## config.mk

```make
export PLATFORM = sky130hd
export DESIGN_NAME = segAddrGen
export DESIGN_NICKNAME = d
export VERILOG_FILES = /design/src/rtl/seg_addr_pkg.sv /design/src/rtl/segAddrCtrl.sv /design/src/rtl/segAddrPtr.sv /design/src/rtl/segAddrPath.sv /design/src/rtl/segAddrGen.sv
export SDC_FILE = /design/constraint.sdc
export NUM_CORES = 1
export LEC_CHECK = 0
export BUFFER_PORTS_ARGS = -buffer_cell sky130_fd_sc_hd__clkbuf_2
export CORE_AREA = 2 2 170 172
export CTS_CLUSTER_SIZE = 14
export DETAILED_ROUTE_END_ITERATION = 8
export DIE_AREA = 0 0 172 174
export GPL_ROUTABILITY_DRIVEN = 0
export PLACE_DENSITY_LB_ADDON = 0.2
export SYNTH_ARGS = -nofsm -noshare
export SYNTH_HDL_FRONTEND = slang
export SYNTH_SLANG_ARGS = --single-unit
```

## constraint.sdc

```tcl
create_clock -name clk -period 7.4 [get_ports clk]
set_clock_uncertainty 0.05 [all_clocks]
set_input_delay 1.48 -clock clk [delete_from_list [all_inputs] [get_ports clk]]
set_output_delay 1.48 -clock clk [all_outputs]
set_load 0.02 [all_outputs]
```

## src/rtl/seg_addr_pkg.sv

```systemverilog
package seg_addr_pkg;

  localparam logic [2:0] MODE_DIRECT   = 3'd0;
  localparam logic [2:0] MODE_INDIRECT = 3'd1;
  localparam logic [2:0] MODE_BASED    = 3'd2;
  localparam logic [2:0] MODE_INDEXED  = 3'd3;
  localparam logic [2:0] MODE_BASEIDX  = 3'd4;
  localparam logic [2:0] MODE_STRING   = 3'd5;

  // strobes from control to datapath
  typedef struct packed {
    logic capture;    // register a new result
    logic useBase;    // add base operand
    logic useIndex;   // add index operand
    logic useDisp;    // add displacement
    logic forceWide;  // take displacement as full 16 bits
    logic stringOp;   // string element: use pointers and step them
    logic loadPtr;    // load both pointers
  } ctrlStrobe_t;

endpackage

```

## src/rtl/segAddrCtrl.sv

```systemverilog
module segAddrCtrl
  import seg_addr_pkg::*;
(
  input  logic        reqValid,
  input  logic [2:0]  modeSel,
  input  logic        ptrLoad,
  output ctrlStrobe_t strobe
);

  always_comb begin
    strobe           = '0;
    strobe.loadPtr   = ptrLoad;
    if (reqValid) begin
      unique case (modeSel)
        MODE_DIRECT: begin
          strobe.capture   = 1'b1;
          strobe.useDisp   = 1'b1;
          strobe.forceWide = 1'b1;
        end
        MODE_INDIRECT: begin
          strobe.capture = 1'b1;
          strobe.useBase = 1'b1;
        end
        MODE_BASED: begin
          strobe.capture = 1'b1;
          strobe.useBase = 1'b1;
          strobe.useDisp = 1'b1;
        end
        MODE_INDEXED: begin
          strobe.capture  = 1'b1;
          strobe.useIndex = 1'b1;
          strobe.useDisp  = 1'b1;
        end
        MODE_BASEIDX: begin
          strobe.capture  = 1'b1;
          strobe.useBase  = 1'b1;
          strobe.useIndex = 1'b1;
          strobe.useDisp  = 1'b1;
        end
        MODE_STRING: begin
          strobe.capture  = 1'b1;
          strobe.stringOp = 1'b1;
        end
        default: ;
      endcase
    end
  end

endmodule

```

## src/rtl/segAddrPtr.sv

```systemverilog
module segAddrPtr #(
  parameter int OFFS_W = 16
) (
  input  logic              clk,
  input  logic              rstN,
  input  logic              loadEn,
  input  logic [OFFS_W-1:0] loadVal,
  input  logic              stepEn,
  input  logic              dirFlag,
  input  logic              wordSize,
  output logic [OFFS_W-1:0] ptr
);

  logic [OFFS_W-1:0] stepAmt;
  logic [OFFS_W-1:0] ptrNext;

  assign stepAmt = wordSize ? OFFS_W'(2) : OFFS_W'(1);
  assign ptrNext = dirFlag ? (ptr - stepAmt) : (ptr + stepAmt);

  always_ff @(posedge clk or negedge rstN) begin
    if (!rstN)       ptr <= '0;
    else if (loadEn) ptr <= loadVal;
    else if (stepEn) ptr <= ptrNext;
  end


  load_wins_chk: assert property (@(posedge clk) disable iff (!rstN)
    loadEn |=> ptr == $past(loadVal));


  ptr_hold_chk: assert property (@(posedge clk) disable iff (!rstN)
    !loadEn && !stepEn |=> $stable(ptr));


  step_up_chk: assert property (@(posedge clk) disable iff (!rstN)
    stepEn && !loadEn && !dirFlag |=>
      OFFS_W'(ptr - $past(ptr)) == ($past(wordSize) ? OFFS_W'(2) : OFFS_W'(1)));


  step_down_chk: assert property (@(posedge clk) disable iff (!rstN)
    stepEn && !loadEn && dirFlag |=>
      OFFS_W'($past(ptr) - ptr) == ($past(wordSize) ? OFFS_W'(2) : OFFS_W'(1)));

endmodule

```

## src/rtl/segAddrPath.sv

```systemverilog
module segAddrPath
  import seg_addr_pkg::*;
#(
  parameter int OFFS_W    = 16,
  parameter int SEG_SHIFT = 4,
  parameter int SHORT_W   = 8
) (
  input  logic                        clk,
  input  logic                        rstN,
  input  ctrlStrobe_t                 strobe,
  input  logic [OFFS_W-1:0]           segVal,
  input  logic [OFFS_W-1:0]           extraSeg,
  input  logic [OFFS_W-1:0]           baseVal,
  input  logic [OFFS_W-1:0]           indexVal,
  input  logic [OFFS_W-1:0]           dispVal,
  input  logic                        dispWide,
  input  logic                        wordSize,
  input  logic                        dirFlag,
  input  logic [OFFS_W-1:0]           srcLoad,
  input  logic [OFFS_W-1:0]           dstLoad,
  output logic                        outValid,
  output logic [OFFS_W-1:0]           effAddr,
  output logic [OFFS_W+SEG_SHIFT-1:0] physAddr,
  output logic [OFFS_W+SEG_SHIFT-1:0] physAddrHi,
  output logic [OFFS_W+SEG_SHIFT-1:0] dstAddr,
  output logic [OFFS_W+SEG_SHIFT-1:0] dstAddrHi,
  output logic [OFFS_W-1:0]           srcPtr,
  output logic [OFFS_W-1:0]           dstPtr
);

  localparam int PHYS_W  = OFFS_W + SEG_SHIFT;
  localparam int EXT_W   = OFFS_W - SHORT_W;
  localparam int N_CHAN  = 2;

  function automatic logic [PHYS_W-1:0] toPhys(
    input logic [OFFS_W-1:0] seg,
    input logic [OFFS_W-1:0] off
  );
    return ({{SEG_SHIFT{1'b0}}, seg} << SEG_SHIFT) + {{SEG_SHIFT{1'b0}}, off};
  endfunction

  // pointer channels: 0 = source, 1 = destination
  logic [OFFS_W-1:0] chanLoad [N_CHAN];
  logic [OFFS_W-1:0] chanPtr  [N_CHAN];

  assign chanLoad[0] = srcLoad;
  assign chanLoad[1] = dstLoad;

  for (genvar g = 0; g < N_CHAN; g++) begin : g_chan
    segAddrPtr #(.OFFS_W(OFFS_W)) i_ptr (
      .clk      (clk),
      .rstN     (rstN),
      .loadEn   (strobe.loadPtr),
      .loadVal  (chanLoad[g]),
      .stepEn   (strobe.stringOp),
      .dirFlag  (dirFlag),
      .wordSize (wordSize),
      .ptr      (chanPtr[g])
    );
  end

  assign srcPtr = chanPtr[0];
  assign dstPtr = chanPtr[1];

  // effective address arithmetic
  logic [OFFS_W-1:0] dispExt;
  logic [OFFS_W-1:0] baseTerm;
  logic [OFFS_W-1:0] indexTerm;
  logic [OFFS_W-1:0] dispTerm;
  logic [OFFS_W-1:0] eaSum;
  logic [OFFS_W-1:0] eaNow;
  logic [PHYS_W-1:0] physNow;
  logic [PHYS_W-1:0] physHiNow;
  logic [PHYS_W-1:0] dstNow;
  logic [PHYS_W-1:0] dstHiNow;

  always_comb begin
    if (dispWide || strobe.forceWide) dispExt = dispVal;
    else dispExt = {{EXT_W{dispVal[SHORT_W-1]}}, dispVal[SHORT_W-1:0]};
    baseTerm  = strobe.useBase  ? baseVal  : '0;
    indexTerm = strobe.useIndex ? indexVal : '0;
    dispTerm  = strobe.useDisp  ? dispExt  : '0;
    eaSum     = baseTerm + indexTerm + dispTerm;
    eaNow     = strobe.stringOp ? chanPtr[0] : eaSum;
    physNow   = toPhys(segVal, eaNow);
    physHiNow = wordSize ? physNow + PHYS_W'(1) : physNow;
    if (strobe.stringOp) begin
      dstNow   = toPhys(extraSeg, chanPtr[1]);
      dstHiNow = wordSize ? dstNow + PHYS_W'(1) : dstNow;
    end else begin
      dstNow   = '0;
      dstHiNow = '0;
    end
  end

  always_ff @(posedge clk or negedge rstN) begin
    if (!rstN) begin
      outValid   <= 1'b0;
      effAddr    <= '0;
      physAddr   <= '0;
      physAddrHi <= '0;
      dstAddr    <= '0;
      dstAddrHi  <= '0;
    end else begin
      outValid <= strobe.capture;
      if (strobe.capture) begin
        effAddr    <= eaNow;
        physAddr   <= physNow;
        physAddrHi <= physHiNow;
        dstAddr    <= dstNow;
        dstAddrHi  <= dstHiNow;
      end
    end
  end


  phys_nibble_chk: assert property (@(posedge clk) disable iff (!rstN)
    outValid |-> physAddr[SEG_SHIFT-1:0] == effAddr[SEG_SHIFT-1:0]);


  byte_hi_chk: assert property (@(posedge clk) disable iff (!rstN)
    outValid && !$past(wordSize) |-> physAddrHi == physAddr && dstAddrHi == dstAddr);


  dst_idle_chk: assert property (@(posedge clk) disable iff (!rstN)
    outValid && !$past(strobe.stringOp) |-> dstAddr == '0 && dstAddrHi == '0);


  str_ea_chk: assert property (@(posedge clk) disable iff (!rstN)
    outValid && $past(strobe.stringOp) |-> effAddr == $past(srcPtr));

endmodule

```

## src/rtl/segAddrGen.sv

```systemverilog
module segAddrGen
  import seg_addr_pkg::*;
#(
  parameter int OFFS_W    = 16,
  parameter int SEG_SHIFT = 4,
  parameter int SHORT_W   = 8
) (
  input  logic                        clk,
  input  logic                        rstN,
  input  logic                        reqValid,
  input  logic [2:0]                  modeSel,
  input  logic [OFFS_W-1:0]           segVal,
  input  logic [OFFS_W-1:0]           extraSeg,
  input  logic [OFFS_W-1:0]           baseVal,
  input  logic [OFFS_W-1:0]           indexVal,
  input  logic [OFFS_W-1:0]           dispVal,
  input  logic                        dispWide,
  input  logic                        wordSize,
  input  logic                        dirFlag,
  input  logic                        ptrLoad,
  input  logic [OFFS_W-1:0]           srcLoad,
  input  logic [OFFS_W-1:0]           dstLoad,
  output logic                        outValid,
  output logic [OFFS_W-1:0]           effAddr,
  output logic [OFFS_W+SEG_SHIFT-1:0] physAddr,
  output logic [OFFS_W+SEG_SHIFT-1:0] physAddrHi,
  output logic [OFFS_W+SEG_SHIFT-1:0] dstAddr,
  output logic [OFFS_W+SEG_SHIFT-1:0] dstAddrHi,
  output logic [OFFS_W-1:0]           srcPtr,
  output logic [OFFS_W-1:0]           dstPtr
);

  ctrlStrobe_t strobe;

  segAddrCtrl i_ctrl (
    .reqValid (reqValid),
    .modeSel  (modeSel),
    .ptrLoad  (ptrLoad),
    .strobe   (strobe)
  );

  segAddrPath #(
    .OFFS_W    (OFFS_W),
    .SEG_SHIFT (SEG_SHIFT),
    .SHORT_W   (SHORT_W)
  ) i_path (
    .clk        (clk),
    .rstN       (rstN),
    .strobe     (strobe),
    .segVal     (segVal),
    .extraSeg   (extraSeg),
    .baseVal    (baseVal),
    .indexVal   (indexVal),
    .dispVal    (dispVal),
    .dispWide   (dispWide),
    .wordSize   (wordSize),
    .dirFlag    (dirFlag),
    .srcLoad    (srcLoad),
    .dstLoad    (dstLoad),
    .outValid   (outValid),
    .effAddr    (effAddr),
    .physAddr   (physAddr),
    .physAddrHi (physAddrHi),
    .dstAddr    (dstAddr),
    .dstAddrHi  (dstAddrHi),
    .srcPtr     (srcPtr),
    .dstPtr     (dstPtr)
  );


  valid_origin_chk: assert property (@(posedge clk) disable iff (!rstN)
    outValid |-> $past(reqValid) && ($past(modeSel) <= MODE_STRING));


  reset_idle_chk: assert property (@(posedge clk)
    !rstN |-> !outValid && srcPtr == '0 && dstPtr == '0);

endmodule

```

==> impl_metrics.json, run 1 <==
{
  "core-area_um2": 28200,
  "area_delta_synth_final_pct": 24.6,
  "die_w_um": 172,
  "synth.top_cell.area_share_pct": 32.3,
  "cts.sinks": 125,
  "dp_hpwl_um": 22900,
  "drc": 0,
  "finalCritPeriodShare_pct": 92.4,
  "synth_mux_area_share_pct": 2.21,
  "grt_usage_pct": 20.2,
  "synth_xor_area_share_pct": 9.57,
  "nets": 1592,
  "grt_overflow": 0,
  "yosys-top-cells-area": "dfrtp_1 (32%), ha_1 (9.0%), nand2_1 (8.2%), xnor2_1 (5.2%), o21ai_0 (5.1%)",
  "synth_top_family_by_area": "simple AND/OR/NAND/NOR gates",
  "routed_via_density": 5.01,
  "synth-simple-area-share_pct": 19.5,
  "slew_viol_final": 0,
  "drt-initial-drc-count": 511,
  "tns_ps": 0,
  "synth_common_cells": "nand2_1 (211), dfrtp_1 (125), o21ai_0 (99)",
  "async_flop_share_pct": 100,
  "status": "finished clean",
  "grt_max_degree": 116,
  "firstDrtPassIters": 5,
  "ant_nets": 0,
  "cts-root-buf": "clkbuf_16",
  "synthAdderAreaFrac_pct": 13.2,
  "slew_headroom_pct": 23.5,
  "worstSetupStartpointType": "primary input",
  "hold_viol": 0,
  "cap_violations": 0,
  "dieArea_um2": 29900,
  "clockBufferDepth": 2,
  "tightestPinTransition_ps": 1150,
  "yosys.area.top_type": "dfrtp_1",
  "path_max_fanout": 16,
  "first_global_vias": 8847,
  "rsz0062_at_grt": "false",
  "worstSetupEndpointType": "flip-flop",
  "syn_nets": 1354,
  "grt_pass1_wl_um": 47200,
  "dr_total_vias": 8894,
  "utilization_pct": 42.8,
  "syn_inst": 1142,
  "synth_compound_area_share_pct": 19.4,
  "avgRoutedWirePerCell_um": 16.6,
  "antenna_found_initial": 1,
  "final_layout_size_suffix_gt1_share_pct": 23.5,
  "totalWireLength_um": 29500,
  "fillers": 2965,
  "rows": 62,
  "cts_setup_buffers": 0,
  "ys_warn_count": 0,
  "synth_most_common_cell": "nand2_1",
  "cts_tree": "done",
  "crit_arrival_ps": 7060,
  "clk_latency_ps": 430,
  "cts_hold_buf": 0,
  "ioPinCount": 251,
  "ys_ff_latch": 125,
  "synth.distinct_cells": 74,
  "die_h_um": 174,
  "synth_edf_count": 0,
  "numPortBuffers": 250,
  "period_needed_ps": 6840,
  "cts_max_level": 4,
  "crit_type": "in2reg",
  "num_antenna_cells": 0,
  "leakage_uw": 0.00597,
  "path_clk_slew_ps": 60,
  "fmax_ghz": 0.146,
  "cts_buffers": 17,
  "cts_resized": 0,
  "initial_utilization_pct": 34.3,
  "syn_avg_cell_area_um2": 8.49,
  "synth-main-ff-cell": "dfrtp_1",
  "worstPathRequired_ps": 7620,
  "synth_area_um2": 9690,
  "yosysSeqAreaShare_pct": 32.3,
  "power.density_nw_per_um2": 246,
  "hp-class": "reg2reg",
  "setup_viol_count_final": 0,
  "ir_worst_vdd_v": 0.000134
}
-- area by class of cell --
class / instances / area (µm²) / area share (%)
clock buffer: 22 / 484 / 4.01
clock inverter: 10 / 208 / 1.72
inverter: 49 / 184 / 1.52
multi-input combinational: 922 / 6210 / 51.4
sequential: 125 / 3130 / 25.9
tap: 384 / 480 / 3.98
timing repair buffer: 265 / 1380 / 11.5
-- kinds of logic after synthesis --
kind of cell,Yosys count
and+or+nand+nor,406
AOI/OAI and AO/OA,301
DFF,125
xor gates and xnor gates,105
buffers and inverters,95
adders and majority gates,90
muxes,20
-- sequential cells by signal (all words and copies together) (netlist names) --
signal                   count
i_path.physAddrHi           20
i_path.effAddr              12
i_path.dstAddrHi            20
i_path.dstAddr              20
i_path.g_chan.i_ptr.ptr     32
i_path.outValid              1
i_path.physAddr             20
-- power by group --
group	leakage, µW	switching, µW	internal (µW)
sequential	0.00159	89.8	793
clock	0.000340	326	668
combinational	0.00404	673	424
total	0.00597	1090	1880
-- final timing paths --
path	start	to	slack (ps)	depth (start not counted)
setup / recovery	modeSel[0]	i_path.physAddrHi[19]	560	25
hold / removal	i_path.effAddr[7]	i_path.effAddr[7]	420	2
setup reg to reg	i_path.g_chan[0].i_ptr.ptr[4]	i_path.physAddrHi[19]	3620	13
hold reg to reg	i_path.effAddr[7]	i_path.effAddr[7]	420	2
max in group asynchronous	rstN	i_path.effAddr[13]	5040	2
min in group asynchronous	rstN	i_path.dstAddr[5]	980	1
-- layer usage --
layer  track usage (%)  wire length [µm]  up-vias
met5                 0                 0        -
met4              7.11               862        0
met3              4.23              1530       43
met2              31.9             13300      242
met1              27.2             13900     4155
li1                  -                 -     4454
-- worst max-delay path, cell delays in order --
cell	delay [ps]
clkbuf_2	160
nand3b_1	180
a21boi_1	270
buf_12	180
and2_1	150
fa_1	420
ha_1	240
fa_1	410
a21o_1	180
a21oi_1	240
nor2b_1	100
o211ai_1	240
o21ai_0	130
nor2_1	120
xor2_1	70
a21oi_1	240
ha_1	300
and2_1	220
a2111oi_0	630
a211oi_1	200
o21ai_0	330
xnor2_1	180
nand4b_1	140
xnor2_1	180
o21ai_1	70
-- through the flow --
stage / hold slack [ps] / total power [µW] / area (µm²) / std cells / setup WS, ps
final: 423 / 2970 / 12100 / 1777 / 559
after global routing: 451 / 3160 / 12100 / 1777 / 54.5
after CTS: 432 / 3000 / 12100 / 1777 / 601
after detailed placement: 417 / 1990 / 11400 / 1745 / 161
after global placement: 411 / 1980 / 11400 / 1745 / 254
after floorplan: 539 / 1630 / 9690 / 1142 / 441
-- cell usage in the layout (no fill, tap or decap), types with 10 or more instances in the layout --
master / instances
o21ai_1: 15
dfrtp_1: 125
inv_1: 47
a22o_1: 15
nand3_1: 15
a21o_1: 22
clkbuf_16: 17
xor2_1: 47
nor2_1: 79
a21oi_1: 66
o21a_1: 12
a31oi_1: 13
xnor2_1: 57
clkbuf_2: 249
buf_4: 14
ha_1: 70
o21ai_0: 99
nand2b_1: 10
mux2i_1: 12
nand2_1: 210
nor3_1: 25
fa_1: 20
and3_1: 10
Note: power is estimated with default switching activity, not from simulation.
==> run 2, diff against run 1 <==
--- a/config.mk
+++ b/config.mk
@@ -7,6 +7,7 @@
 export LEC_CHECK = 0
 export BUFFER_PORTS_ARGS = -buffer_cell sky130_fd_sc_hd__clkbuf_2
 export CORE_AREA = 2 2 170 172
+export CTS_BUF_LIST = sky130_fd_sc_hd__clkbuf_4 sky130_fd_sc_hd__clkbuf_8 sky130_fd_sc_hd__clkbuf_16
 export CTS_CLUSTER_SIZE = 14
 export DETAILED_ROUTE_END_ITERATION = 8
 export DIE_AREA = 0 0 172 174
==> run 2 against run 1 <==
  * Combinational power barely moved
  * Via count fell by 0.16%
  * Flip-flop and latch count did not move
  * Worst setup slack got worse by 32 ps
  * Register-to-register slack improved by 30 ps
  * Critical path depth did not move
  * Largest power group unchanged
==> impl_metrics.json, run 2 (synthesis gave the netlist of run 1 again) <==
{
  "cts_max_level": 4,
  "setup_viol_count_final": 0,
  "numPortBuffers": 250,
  "cts_buffers": 17,
  "final_cells": 1777,
  "dpl_cell_area_um2": 11400,
  "period_needed_ps": 6870,
  "ant_nets": 0,
  "drc": 0,
  "totalWireLength_um": 29600,
  "cts-root-buf": "clkbuf_16",
  "leakage_uw": 0.00597,
  "worstSetupEndpointType": "flip-flop",
  "layout_common_cells": "clkbuf_2 (249), nand2_1 (210), dfrtp_1 (125)",
  "tns_ps": 0,
  "clk_latency_ps": 430,
  "final_area_um2": 12100,
  "cap_violations": 0,
  "dp_cells": 1745,
  "rows": 62,
  "clockBufferDepth": 2,
  "slew_headroom_pct": 22.5,
  "startpoint": "modeSel[0]",
  "power.density_nw_per_um2": 247,
  "worstReg2RegStart": "i_path.g_chan[0].i_ptr.ptr[4]",
  "antenna_found_initial": 1,
  "holdPathStages": 2,
  "path_max_fanout": 16,
  "regMostFlops": "i_path.g_chan.i_ptr.ptr",
  "path_clk_slew_ps": 60,
  "hold_viol": 0,
  "die_h_um": 174,
  "drt-initial-drc-count": 496,
  "hold_start": "i_path.effAddr[7]",
  "dp_hpwl_um": 22900,
  "status": "finished clean",
  "grt_usage_pct": 20.1,
  "layout_commonest_cell": "clkbuf_2",
  "worstRegToRegCells": 13,
  "ioPinCount": 251,
  "worstPathRequired_ps": 7620,
  "dieArea_um2": 29900,
  "die_w_um": 172,
  "first_global_vias": 8847,
  "fmax_ghz": 0.145,
  "grt_max_degree": 116,
  "grt_overflow": 0,
  "worstSetupStartpointType": "primary input",
  "seq_area_um2": 3130,
  "firstDrtPassIters": 6,
  "cts.sinks": 125,
  "crit_arrival_ps": 7090,
  "rrSetupSlack_ps": 3650,
  "min_to": "i_path.effAddr[7]",
  "rsz0062_at_grt": "false",
  "num_antenna_cells": 0,
  "multi_input_area_um2": 6210,
  "hp-class": "reg2reg",
  "largest_register_ff_count": 32,
  "avgRoutedWirePerCell_um": 16.6,
  "holdWs_ps": 423,
  "core-area_um2": 28200,
  "cts_setup_buffers": 0,
  "dr_total_vias": 8880,
  "cts_resized": 0,
  "slew_viol_final": 0,
  "crit_type": "in2reg",
  "fillers": 2962,
  "cts_hold_buf": 0,
  "r2r_end": "i_path.physAddrHi[19]",
  "ir_worst_vdd_v": 0.000134,
  "final_layout_size_suffix_gt1_share_pct": 23.5,
  "area_delta_synth_final_pct": 24.6,
  "grt_pass1_wl_um": 47100,
  "initial_utilization_pct": 34.3,
  "finalCritPeriodShare_pct": 92.9,
  "routed_via_density": 5.00,
  "cts_tree": "done",
  "nets": 1592,
  "tightestPinTransition_ps": 1160
}
## run 2: cell counts in the layout (fill, tap and decap cells not counted)
No cell type changed its count.
## run 2: cell type report
type	instances	area share (%)
multi-input combinational	922	51.4
sequential	125	25.9
timing repair buffer	265	11.4
clock buffer	22	4.04
tap	384	3.98
clock inverter	10	1.72
inverter	49	1.52
## run 2: worst max-delay path by stage
stage                       endpoint  slack, ps  cells after the start
6_report       i_path.physAddrHi[19]        530                     25
5_1_grt        i_path.physAddrHi[19]         50                     25
4_1_cts        i_path.physAddrHi[19]        600                     25
3_5_place_dp   i_path.physAddrHi[19]        160                     25
3_3_place_gp   i_path.physAddrHi[19]        250                     24
2_1_floorplan  i_path.physAddrHi[19]        440                     26
## run 2: power breakdown
group	switching (µW)	leakage, µW	internal, µW
Sequential	89.6	0.00159	793
Combinational	673	0.00404	424
Clock	327	0.000344	672
## run 2: critical path, stage by stage
cell,delay [ps]
clkbuf_2,160
nand3b_1,180
a21boi_1,270
buf_12,180
and2_1,150
fa_1,420
ha_1,240
fa_1,410
a21o_1,180
a21oi_1,240
nor2b_1,100
o211ai_1,240
o21ai_0,130
nor2_1,120
xor2_1,70
a21oi_1,240
ha_1,300
and2_1,210
a2111oi_0,660
a211oi_1,200
o21ai_0,330
xnor2_1,180
nand4b_1,140
xnor2_1,180
o21ai_1,70
## run 2: through the flow
step / worst slack (ps) / utilization, % / total power (µW)
after detailed placement: 161 / 40.3 / 1990
final: 527 / 42.8 / 2980
after CTS: 601 / 42.8 / 3000
after floorplan: 441 / - / 1630
after global placement: 254 / 40.3 / 1980
after global routing: 54.5 / 42.8 / 3170
## run 2: layer usage
layer	routed length [µm]	track usage, %	up-vias	part of all wire (%)
met1	13900	27.1	4156	47
met4	856	7.11	0	2.9
met3	1490	4.23	42	5.0
li1	-	-	4458	-
met5	0	0	-	0
met2	13300	31.9	224	45
==> run 3, diff against run 2 <==
--- a/config.mk
+++ b/config.mk
@@ -13,6 +13,7 @@
 export DIE_AREA = 0 0 172 174
 export GPL_ROUTABILITY_DRIVEN = 0
 export PLACE_DENSITY_LB_ADDON = 0.2
+export RECOVER_POWER = 50
 export SYNTH_ARGS = -nofsm -noshare
 export SYNTH_HDL_FRONTEND = slang
 export SYNTH_SLANG_ARGS = --single-unit
==> run 3 against run 2 <==
  * Critical path depth unchanged
  * Power shrank 0.79%
  * Worst hold slack worse by 0.93 ps
  * Core utilization fell by 0.49 points
  * Non-clock buffer count did not move
  * Final cell count is the same
  * Highest routed layer unchanged
  * Via count increased by 0.17%
  * The flow now finishes with violations (max-capacitance violations, max-slew violations)
  * First-iteration DRC count shrank 2.6%
==> impl_metrics.json, run 3 (synthesis gave the netlist of run 1 again) <==
{
  "ioPinCount": 251,
  "grt_usage_pct": 20.1,
  "clk_latency_ps": 430,
  "power.density_nw_per_um2": 247,
  "drc": 0,
  "power_uw": 2950,
  "grt_overflow": 0,
  "ant_nets": 0,
  "core-area_um2": 28200,
  "fmax_ghz": 0.146,
  "slew_headroom_pct": -137,
  "regMostFlops": "i_path.g_chan.i_ptr.ptr",
  "cts_hold_buf": 0,
  "worstSetupEndpointType": "flip-flop",
  "layout_common_cells": "nand2_1 (210), clkbuf_2 (147), dfrtp_1 (125)",
  "firstDrtPassIters": 6,
  "cap_violations": 2,
  "rsz0062_at_grt": "false",
  "cts_max_level": 4,
  "violations": "max-capacitance violations, max-slew violations",
  "period_needed_ps": 6850,
  "worstPathRequired_ps": 7620,
  "finalWorstSetupSlack_ps": 551,
  "path_clk_slew_ps": 60,
  "initial_utilization_pct": 34.3,
  "totalWireLength_um": 29700,
  "dieArea_um2": 29900,
  "hold_viol": 0,
  "ir_worst_vdd_v": 0.000134,
  "antenna_found_initial": 1,
  "dp_hpwl_um": 22900,
  "multi_input_area_um2": 6210,
  "crit_arrival_ps": 7070,
  "die_h_um": 174,
  "cts_tree": "done",
  "hp-class": "reg2reg",
  "grt_max_degree": 116,
  "cts_setup_buffers": 0,
  "slew_viol_final": 128,
  "tightestPinTransition_ps": 3550,
  "final_area_um2": 11900,
  "status": "finished with violations",
  "critPathMaxStageDelay_ps": 630,
  "path_max_fanout": 16,
  "worstSetupStartpointType": "primary input",
  "drt-initial-drc-count": 483,
  "area_delta_synth_final_pct": 23.2,
  "dr_total_vias": 8895,
  "nets": 1592,
  "cts_resized": 0,
  "holdWs_ps": 422,
  "numPortBuffers": 250,
  "clockBufferDepth": 2,
  "worst_path_max_delay_cell": "a2111oi_0",
  "tns_ps": 0,
  "first_global_vias": 8847,
  "seq_area_um2": 3130,
  "fillers": 2989,
  "cts-root-buf": "clkbuf_16",
  "grt_pass1_wl_um": 47100,
  "routed_via_density": 5.01,
  "rows": 62,
  "crit_type": "in2reg",
  "avgRoutedWirePerCell_um": 16.7,
  "final_layout_size_suffix_gt1_share_pct": 16.1,
  "cts_buffers": 17,
  "cts.sinks": 125,
  "die_w_um": 172,
  "layout_commonest_cell": "nand2_1",
  "largest_register_ff_count": 32,
  "dpl_cell_area_um2": 11400,
  "place_ws_ps": 161,
  "finalCritPeriodShare_pct": 92.6,
  "num_antenna_cells": 0,
  "leakage_uw": 0.00563,
  "setup_viol_count_final": 0
}
==> run 3: cell types whose count changed in the layout (fill, tap and decap cells not counted), sizes merged <==
cell,delta
clkbuf,+2
buf,-2
==> run 3: path summary, 6_finish.rpt <==
| kind | startpoint | end | slack, ps | cells past startpoint |
|---|---|---|---|---|
| max in group asynchronous | rstN | i_path.effAddr[13] | 2050 | 2 |
| hold reg to reg | i_path.effAddr[7] | i_path.effAddr[7] | 420 | 2 |
| hold / removal | i_path.effAddr[7] | i_path.effAddr[7] | 420 | 2 |
| setup reg to reg | i_path.g_chan[0].i_ptr.ptr[4] | i_path.physAddrHi[19] | 3650 | 13 |
| min in group asynchronous | rstN | i_path.dstAddr[5] | 2200 | 1 |
| setup / recovery | modeSel[0] | i_path.physAddrHi[19] | 550 | 25 |
==> run 3: metrics by stage <==
| step | cells | util (%) |
|---|---|---|
| detailed placement | 1745 | 40.3 |
| global placement | 1745 | 40.3 |
| floorplan | 1142 | - |
| global route | 1777 | 42.3 |
| CTS | 1777 | 42.8 |
| finish | 1777 | 42.3 |
==> run 3: layout make-up <==
cell class / instances / area share, %
well taps: 384 / 4.02
clock inverters: 10 / 1.74
clock buffers: 22 / 4.09
inverters: 49 / 1.54
flip-flops and latches: 125 / 26.2
multi-input cells: 922 / 52.0
repair buffers: 265 / 10.4
==> run 3: report_power, final <==
group          switching [µW]  internal [µW]
Combinational             674            398
Clock                     328            672
Sequential               89.2            793
Total                    1090           1860
==> run 3: routing by layer <==
metal	track usage, %	share of wire [%]	wire, µm	vias to the layer above
met5	0	0	0	-
met3	4.23	4.9	1470	43
li1	-	-	-	4455
met4	7.11	2.9	851	0
met1	27.1	47	14100	4161
met2	31.9	45	13300	236
==> run 3: worst max-delay path, delay by kind of cell <==
kind / cells / cell delay (ps)
AO/OA/AOI/OAI: 10 / 2530
AND/OR/NAND/NOR: 6 / 910
adder cells (fa/ha/maj): 4 / 1380
XOR/XNOR: 3 / 430
buffers and inverters: 2 / 340
